===== src/rtl/gpio_port_pkg.sv =====
// Package: shared mode codes and register addresses for the GPIO port.
// Assumes a 2-bit register address space; the mode codes are decoded by
// software, so their values are fixed.
package gpio_port_pkg;

    localparam int ADDR_W = 2;

    typedef enum logic [1:0] {
        MODE_OD_RISE   = 2'b00,
        MODE_OD_FALL   = 2'b01,
        MODE_PUSHPULL  = 2'b10,
        MODE_RESISTIVE = 2'b11
    } port_mode_e;

    localparam logic [ADDR_W-1:0] REG_DATA   = 2'd0;
    localparam logic [ADDR_W-1:0] REG_MODE   = 2'd1;
    localparam logic [ADDR_W-1:0] REG_IEN    = 2'd2;
    localparam logic [ADDR_W-1:0] REG_STATUS = 2'd3;

endpackage


===== src/rtl/gpio_pin_sync.sv =====
// Module: multi-stage synchronizer for the pad inputs.
// Assumes pin_in is asynchronous to clk; STAGES >= 2. The output is the last
// stage and resets to zero.
module gpio_pin_sync #(
    parameter int WIDTH  = 8,
    parameter int STAGES = 2
) (
    input  logic             clk,
    input  logic             rst_n,
    input  logic [WIDTH-1:0] async_in,
    output logic [WIDTH-1:0] sync_out
);

    logic [WIDTH-1:0] stage_q [STAGES];

    generate
        for (genvar s = 0; s < STAGES; s++) begin : g_stage
            if (s == 0) begin : g_first
                // Capture the raw pad level
                always_ff @(posedge clk) begin
                    if (!rst_n) stage_q[s] <= '0;
                    else        stage_q[s] <= async_in;
                end
            end else begin : g_next
                // Pass the level one stage further
                always_ff @(posedge clk) begin
                    if (!rst_n) stage_q[s] <= '0;
                    else        stage_q[s] <= stage_q[s-1];
                end
            end
        end
    endgenerate

    assign sync_out = stage_q[STAGES-1];

endmodule


===== src/rtl/gpio_drive_ctrl.sv =====
// Module: turns the data word and port mode into per-pin pad controls.
// Assumes combinational use; a data bit of 1 releases the pin except in
// push-pull mode, where it drives high.
module gpio_drive_ctrl
    import gpio_port_pkg::*;
#(
    parameter int WIDTH = 8
) (
    input  logic [WIDTH-1:0] data_word,
    input  port_mode_e       mode,
    output logic [WIDTH-1:0] drive_low,
    output logic [WIDTH-1:0] drive_high,
    output logic [WIDTH-1:0] pullup_en
);

    // Select the pad control pattern for the active mode
    always_comb begin
        drive_low  = ~data_word;
        drive_high = '0;
        pullup_en  = '0;
        unique case (mode)
            MODE_PUSHPULL:  drive_high = data_word;
            MODE_RESISTIVE: pullup_en  = data_word;
            default:        ;
        endcase
    end

endmodule


===== src/rtl/gpio_edge_irq.sv =====
// Module: per-pin edge detectors feeding one sticky pending flag.
// Assumes level is already synchronized. Polarity and the push-pull mask
// come from the mode; a new set wins over a clear in the same cycle.
module gpio_edge_irq
    import gpio_port_pkg::*;
#(
    parameter int WIDTH = 8
) (
    input  logic             clk,
    input  logic             rst_n,
    input  logic [WIDTH-1:0] level,
    input  logic [WIDTH-1:0] enable_mask,
    input  port_mode_e       mode,
    input  logic             clear_req,
    output logic             set_event,
    output logic             pending
);

    logic [WIDTH-1:0] level_prev_q;
    logic [WIDTH-1:0] rise_vec;
    logic [WIDTH-1:0] fall_vec;
    logic [WIDTH-1:0] hit_vec;
    logic             pend_q;

    // Remember the previous synchronized sample
    always_ff @(posedge clk) begin
        if (!rst_n) level_prev_q <= '0;
        else        level_prev_q <= level;
    end

    // Pick the edge direction named by the mode and apply the enable mask
    always_comb begin
        rise_vec = level & ~level_prev_q;
        fall_vec = ~level & level_prev_q;
        unique case (mode)
            MODE_OD_RISE:  hit_vec = rise_vec & enable_mask;
            MODE_PUSHPULL: hit_vec = '0;
            default:       hit_vec = fall_vec & enable_mask;
        endcase
    end

    assign set_event = |hit_vec;

    // Sticky pending flag, set has priority over clear
    always_ff @(posedge clk) begin
        if (!rst_n)         pend_q <= 1'b0;
        else if (set_event) pend_q <= 1'b1;
        else if (clear_req) pend_q <= 1'b0;
    end

    assign pending = pend_q;

endmodule


===== src/rtl/gpio_edge_port.sv =====
// Module: top of the GPIO port; holds the data, mode and mask registers,
// decodes the register bus and connects the drive, sync and interrupt parts.
// Assumes a single-cycle write strobe and combinational read data.
module gpio_edge_port
    import gpio_port_pkg::*;
#(
    parameter int WIDTH       = 8,
    parameter int SYNC_STAGES = 2
) (
    input  logic              clk,
    input  logic              rst_n,
    input  logic              bus_wr,
    input  logic [ADDR_W-1:0] bus_addr,
    input  logic [WIDTH-1:0]  bus_wdata,
    output logic [WIDTH-1:0]  bus_rdata,
    input  logic [WIDTH-1:0]  pin_in,
    output logic [WIDTH-1:0]  pin_drive_low,
    output logic [WIDTH-1:0]  pin_drive_high,
    output logic [WIDTH-1:0]  pin_pullup_en,
    output logic              irq
);

    localparam int MODE_W = $bits(port_mode_e);

    logic [WIDTH-1:0] data_q;
    port_mode_e       mode_q;
    logic [WIDTH-1:0] ien_q;
    logic [WIDTH-1:0] pin_sync;
    logic             clear_req;
    logic             irq_set;
    logic             pending;

    // Register writes from the bus
    always_ff @(posedge clk) begin
        if (!rst_n) begin
            data_q <= '1;
            mode_q <= MODE_OD_RISE;
            ien_q  <= '0;
        end else if (bus_wr) begin
            unique case (bus_addr)
                REG_DATA: data_q <= bus_wdata;
                REG_MODE: mode_q <= port_mode_e'(bus_wdata[MODE_W-1:0]);
                REG_IEN:  ien_q  <= bus_wdata;
                default:  ;
            endcase
        end
    end

    assign clear_req = bus_wr && (bus_addr == REG_STATUS) && bus_wdata[0];

    // Read mux: pins, mode, mask or status
    always_comb begin
        bus_rdata = '0;
        unique case (bus_addr)
            REG_DATA:   bus_rdata = pin_sync;
            REG_MODE:   bus_rdata[MODE_W-1:0] = mode_q;
            REG_IEN:    bus_rdata = ien_q;
            REG_STATUS: bus_rdata[0] = pending;
            default:    ;
        endcase
    end

    gpio_pin_sync #(.WIDTH(WIDTH), .STAGES(SYNC_STAGES)) u_sync (
        .clk      (clk),
        .rst_n    (rst_n),
        .async_in (pin_in),
        .sync_out (pin_sync)
    );

    gpio_drive_ctrl #(.WIDTH(WIDTH)) u_drive (
        .data_word  (data_q),
        .mode       (mode_q),
        .drive_low  (pin_drive_low),
        .drive_high (pin_drive_high),
        .pullup_en  (pin_pullup_en)
    );

    gpio_edge_irq #(.WIDTH(WIDTH)) u_irq (
        .clk         (clk),
        .rst_n       (rst_n),
        .level       (pin_sync),
        .enable_mask (ien_q),
        .mode        (mode_q),
        .clear_req   (clear_req),
        .set_event   (irq_set),
        .pending     (pending)
    );

    assign irq = pending;

endmodule


===== config.mk =====
export PLATFORM = sky130hd
export DESIGN_NAME = gpio_edge_port
export DESIGN_NICKNAME = d
export VERILOG_FILES = /design/src/rtl/gpio_port_pkg.sv /design/src/rtl/gpio_pin_sync.sv /design/src/rtl/gpio_drive_ctrl.sv /design/src/rtl/gpio_edge_irq.sv /design/src/rtl/gpio_edge_port.sv
export SDC_FILE = /design/constraint.sdc
export NUM_CORES = 1
export LEC_CHECK = 0
export ABC_AREA = 1
export BUFFER_PORTS_ARGS = -buffer_cell sky130_fd_sc_hd__buf_2
export CORE_ASPECT_RATIO = 1.75
export CORE_UTILIZATION = 35
export CTS_BUF_LIST = sky130_fd_sc_hd__clkbuf_4
export CTS_CLUSTER_DIAMETER = 100
export CTS_CLUSTER_SIZE = 12
export DETAILED_ROUTE_END_ITERATION = 12
export PLACE_DENSITY = 0.6
export SETUP_SLACK_MARGIN = 0.05
export SLEW_MARGIN = 20
export SYNTH_ARGS = -nofsm -noshare
export SYNTH_HDL_FRONTEND = slang
export SYNTH_SLANG_ARGS = --single-unit

===== constraint.sdc =====
create_clock -name clk -period 2.15 [get_ports clk]
set_clock_uncertainty 0.15 [all_clocks]
set_input_delay 0.1075 -clock clk [delete_from_list [all_inputs] [get_ports clk]]
set_output_delay 0.1075 -clock clk [all_outputs]
set_load 0.02 [all_outputs]

# After elaboration in Yosys (flattened, before gate mapping)
# Memory sizes are Yosys's and may differ from the RTL's.
# Cells that the tools add are included.
# totals
ff_bits	27
ramBits	16
n_memories	1
word_cells	41
in_bits	21
out_inout_bits	33
# op_classes
eq_ne	5
n_mux	12
n_reduce_logical	9
bitwise	9
# memory_table
memory	words	width	read_ports	rd_ports_with_merged_regs	write_ports	line	rtl
u_sync.stage_q	2	8	2	0	2	gpio_pin_sync.sv:14	logic [WIDTH-1:0] stage_q [STAGES];
# op_table
cell	count
$and 8x8->8	4
$mux 8	4
$not 8->8	3
$pmux 8 s2	1
$pmux 6 s2	1
$eq 2x2->1 const B	4
$reduce_or 8->1	1
$reduce_and 2->1	3
$logic_not 2->1	2
$mux 1	4
$pmux 1 s4	1
$pmux 1 s3	1
$eq 2x1->1 const B	1
$logic_and 1x1->1	2
$or 1x1->1	2
$reduce_bool 2->1	1

# Longest topological paths before layout
# logic_depth
ltp_word	6
mapped_depth	9
depth_no_buf	9

# Modules after synthesis
# Synthesis repeated with hierarchy kept, for this count alone.
# unflattened
cells_unflattened	299
area_unflattened_um2	2031.9
# by_module_without_submodules
mod	area_each_um2	instances	cells_each	seq_area_each_um2
gpio_edge_port	904.6	1	131	360.3
gpio_edge_irq	541.8	1	91	180.2
gpio_pin_sync	484.2	1	50	320.3
gpio_drive_ctrl	101.3	1	27	0.0

# Worst setup path before layout
# No wires, ideal clock.
# synth_timing
path_kind	reg2reg
startpoint	reg mode_q[1]
endpoint	reg u_irq.pend_q (netlist: u_irq.pending)
setup_ns	0.109
path_stages_with_launch	9
arrival_time_ns	1.007
slack_ns	0.884
synth_period_minus_slack_ns	1.266
path_buffers	0
t_required_ns	1.891
path_cell_list	dfxtp_1 -> nor2_2 -> nand2_1 -> nand4_1 -> nand2_1 -> nor2_1 -> nand3_1 -> nand2_1 -> inv_1
# synth_via
elab_chain_len	4
elab_cells_between_ends	6
classes_between	1 x eq/ne; 2 x mux; 3 x reduce/logical
# synth_lines
element	line	rtl
from (decl)	gpio_edge_port.sv:26	port_mode_e mode_q;
from (signal assigned)	gpio_edge_port.sv:42	REG_MODE: mode_q <= port_mode_e'(bus_wdata[MODE_W-1:0]);
$eq 2x2->1 or $logic_not 2->1 (tied branches)	gpio_edge_irq.sv:35	unique case (mode)
$pmux 8 s2 (*)	gpio_edge_irq.sv:35	
$reduce_or 8->1 (*)	gpio_edge_irq.sv:42	assign set_event = |hit_vec;
$mux 1 or $reduce_bool 2->1 (tied branches)	n/a	
to (signal assigned)	gpio_edge_irq.sv:46	if (!rst_n) pend_q <= 1'b0;
to (signal assigned)	gpio_edge_irq.sv:47	else if (set_event) pend_q <= 1'b1;
to (signal assigned)	gpio_edge_irq.sv:48	else if (clear_req) pend_q <= 1'b0;
to (decl)	gpio_edge_irq.sv:23	logic pend_q;
# Every way passes the cells marked *; elsewhere a longest branch is shown, timed or not.
# A chain may end at the register's enable or synchronous reset.

# Worst setup path in the final report
# layout_timing
startpoint	reg mode_q[1]
endpoint	out pin_drive_high[5]
# layout_via
elab_chain_len	2
# layout_lines
element	line	rtl
$eq 2x2->1	gpio_drive_ctrl.sv:21	unique case (mode)
$mux 8	gpio_drive_ctrl.sv:21	
to (decl)	gpio_edge_port.sv:18	output logic [WIDTH-1:0] pin_drive_high,
# No other way between the ends.

==> results.toml <==
[sta]
rsz0062_at_grt = "no"
tightest_slew_ns = 0.691
setup_tns_ns = 0
finalSetupViolations = 0
final_max_slew_viol_count = 0
fmax_mhz = 614
hold_violations = 0
relSlewSlack_pct = 54.0
finalCritPeriodShare_pct = 75.7
period_needed_ns = 1.63

[route]
wl_per_cell_microns = 10.9
wirelength_microns = 4140
vias = 1737
viasPerCell = 4.58
drcViolationCount = 0
postRouteAntennaNets = 0
drtPass1Iterations = 4
first_iter_violations = 39

[global_routing]
grt_max_degree = 44
grt_pass1_vias = 1624
grt_first_pass_wirelength_microns = 7010
grt_util_all_layers_pct = 16.3
grt_overflow_total = 0
antenna_found_initial = 0

[logic_synthesis]
ys_seq_area_share_pct = 47.5
ys_warn_count = 0
synthArstFlopShare_pct = 0
synth-edff-count = 0
syn_nets = 277
synth.distinct_cells = 21
ys.flop_type = "dfxtp_1"
syn_avg_cell_area_sq_um = 7.08
ys_ff_latch = 43
synthTopCellsByCount = "nand2_1, inv_1, dfxtp_1, nor2_1, a21oi_1"
synth_area_sq_um = 1810
yosysTopAreaCell = "dfxtp_1"
synth.most_common_cell = "nand2_1"
synth_area_leaders = "dfxtp_1, nand2_1, inv_1"
synth_top_area_share_pct = 47.5
synthesis.instances = 256

[setup_path]
crit_cells = 3
worstPathRequired_ns = 1.89
crit_arrival_ns = 1.37
endpoint_kind = "output port"
critPathMaxStageDelay_ns = 0.45
critPathSlowestCell = "dfxtp_1"
path_max_fanout = 16
cp_cell_sequence = "nand2_2, nor2_1, buf_2"
critPathLaunchType = "register"
cpLargestDelayFamily = "flip-flops"
critical_path_class = "register to output port"
reg2reg_depth = 8
path_buf_inv = 1

[cts]
ctsResizeCount = 0
holdBufCountCts = 17
cts.reportedPaths.clkPinSlew_ns = 0.12
cts-root-buf = "clkbuf_4"
clock_path_buffers = 2
postCtsSetupRepairBufs = 0
clock_latency_ns = 0.34
cts.sinks = 43
cts_buffers = 5
cts_tree = "built"
htreeDepth = 2

[place]
dp_hpwl_microns = 3010
place_area_sq_um = 2100
io_buffer_count = 53
gp_congestion = 0.834

[pwr]
finalPower_mw = 1.45
ir_worst_vdd_v = 0.000517
leakage_nw = 1.31
power.density_nw_per_um2 = 627

[floorplan]
start_util_pct = 36.4
core-area_sq_um = 4980
die_h_microns = 97.2
dieArea_sq_um = 5480
die_w_microns = 56.4
ioPinCount = 54
fp-row-count = 34

[hold_path]
hold_class = "input port to register"
hold-path-cell-count = 3

[run]
drv_cap = 0

[final_layout]
antenna-diode-count = 0
areaGrowthSynthToFinish_pct = 27.7
nets = 346
stdcell_area_sq_um = 2310
final_layout_size_suffix_gt1_share_pct = 21.5

[status]
outcome = "completed"
-- cells by family after synthesis --
kind of cell | after synthesis | synth area share, %
AOI/OAI and AO/OA | 42 | 13.3
buffers and inverters | 67 | 14.8
DFF | 43 | 47.5
and+or+nand+nor | 104 | 24.4
-- final timing paths --
path | startpoint | endpoint | slack, ns
max | mode_q[1]$_SDFFE_PN0P_ | pin_drive_high[5] | 0.52
min | bus_addr[0] | mode_q[1]$_SDFFE_PN0P_ | 0.04
max reg2reg | mode_q[1]$_SDFFE_PN0P_ | u_irq.pending$_SDFFE_PN0P_ | 0.70
min reg2reg | u_sync.stage_q[0][1]$_SDFF_PN0_ | u_sync.stage_q[1][1]$_SDFF_PN0_ | 0.27
-- area by class of cell --
cell class	instances	area (sq um)
Clock inverter	2	8.76
Sequential cell	43	861
Multi-Input combinational cell	146	683
Fill cell	505	2660
Inverter	59	221
Clock buffer	5	37.5
Tap cell	54	67.6
Timing Repair Buffer	70	435
-- metal layers --
layer	up-vias	global-route usage (%)	part of all wire, %
met5	-	0	0
li1	923	-	-
met2	44	29.5	51
met4	0	8.82	2.0
met1	763	17.0	43
met3	7	3.60	3.8
-- where the power goes --
group,leakage [nW],switching (mW),internal (mW)
registers,0.353,0.0204,0.835
clock network,0.0285,0.244,0.116
logic,0.928,0.145,0.0904
-- state kept, by name, summed over array words and instances (netlist names) --
name and count:
u_irq.pending 1, u_sync.stage_q 16, data_q 8, ien_q 8, mode_q 2, u_irq.level_prev_q 8
-- metrics by stage --
stage	utilization [%]	setup WS (ns)	instances	hold slack, ns
4_1_cts	46.5	0.475	379	0.0192
5_1_grt	46.5	0.377	379	0.0364
3_5_place_dp	42.2	0.701	355	0.141
3_3_place_gp	42.2	0.747	355	0.140
6_report	46.5	0.521	379	0.0393
2_1_floorplan	-	0.884	256	0.0551
-- worst min-delay path: stages --
cell	delay [ns]
buf_2	0.15
nand3_1	0.16
a21oi_1	0.08
-- placed cells by master (no fill, tap or decap), drive strengths merged --
master	count
dfxtp	43
dlygate4sd3	17
o2111ai	1
nand4	7
inv	59
o22ai	4
nand2	69
clkbuf	5
clkinv	2
nand3	7
a21oi	12
o211ai	9
buf	53
nor2	21
o21ai	16
(Power assumes the default switching activity.)
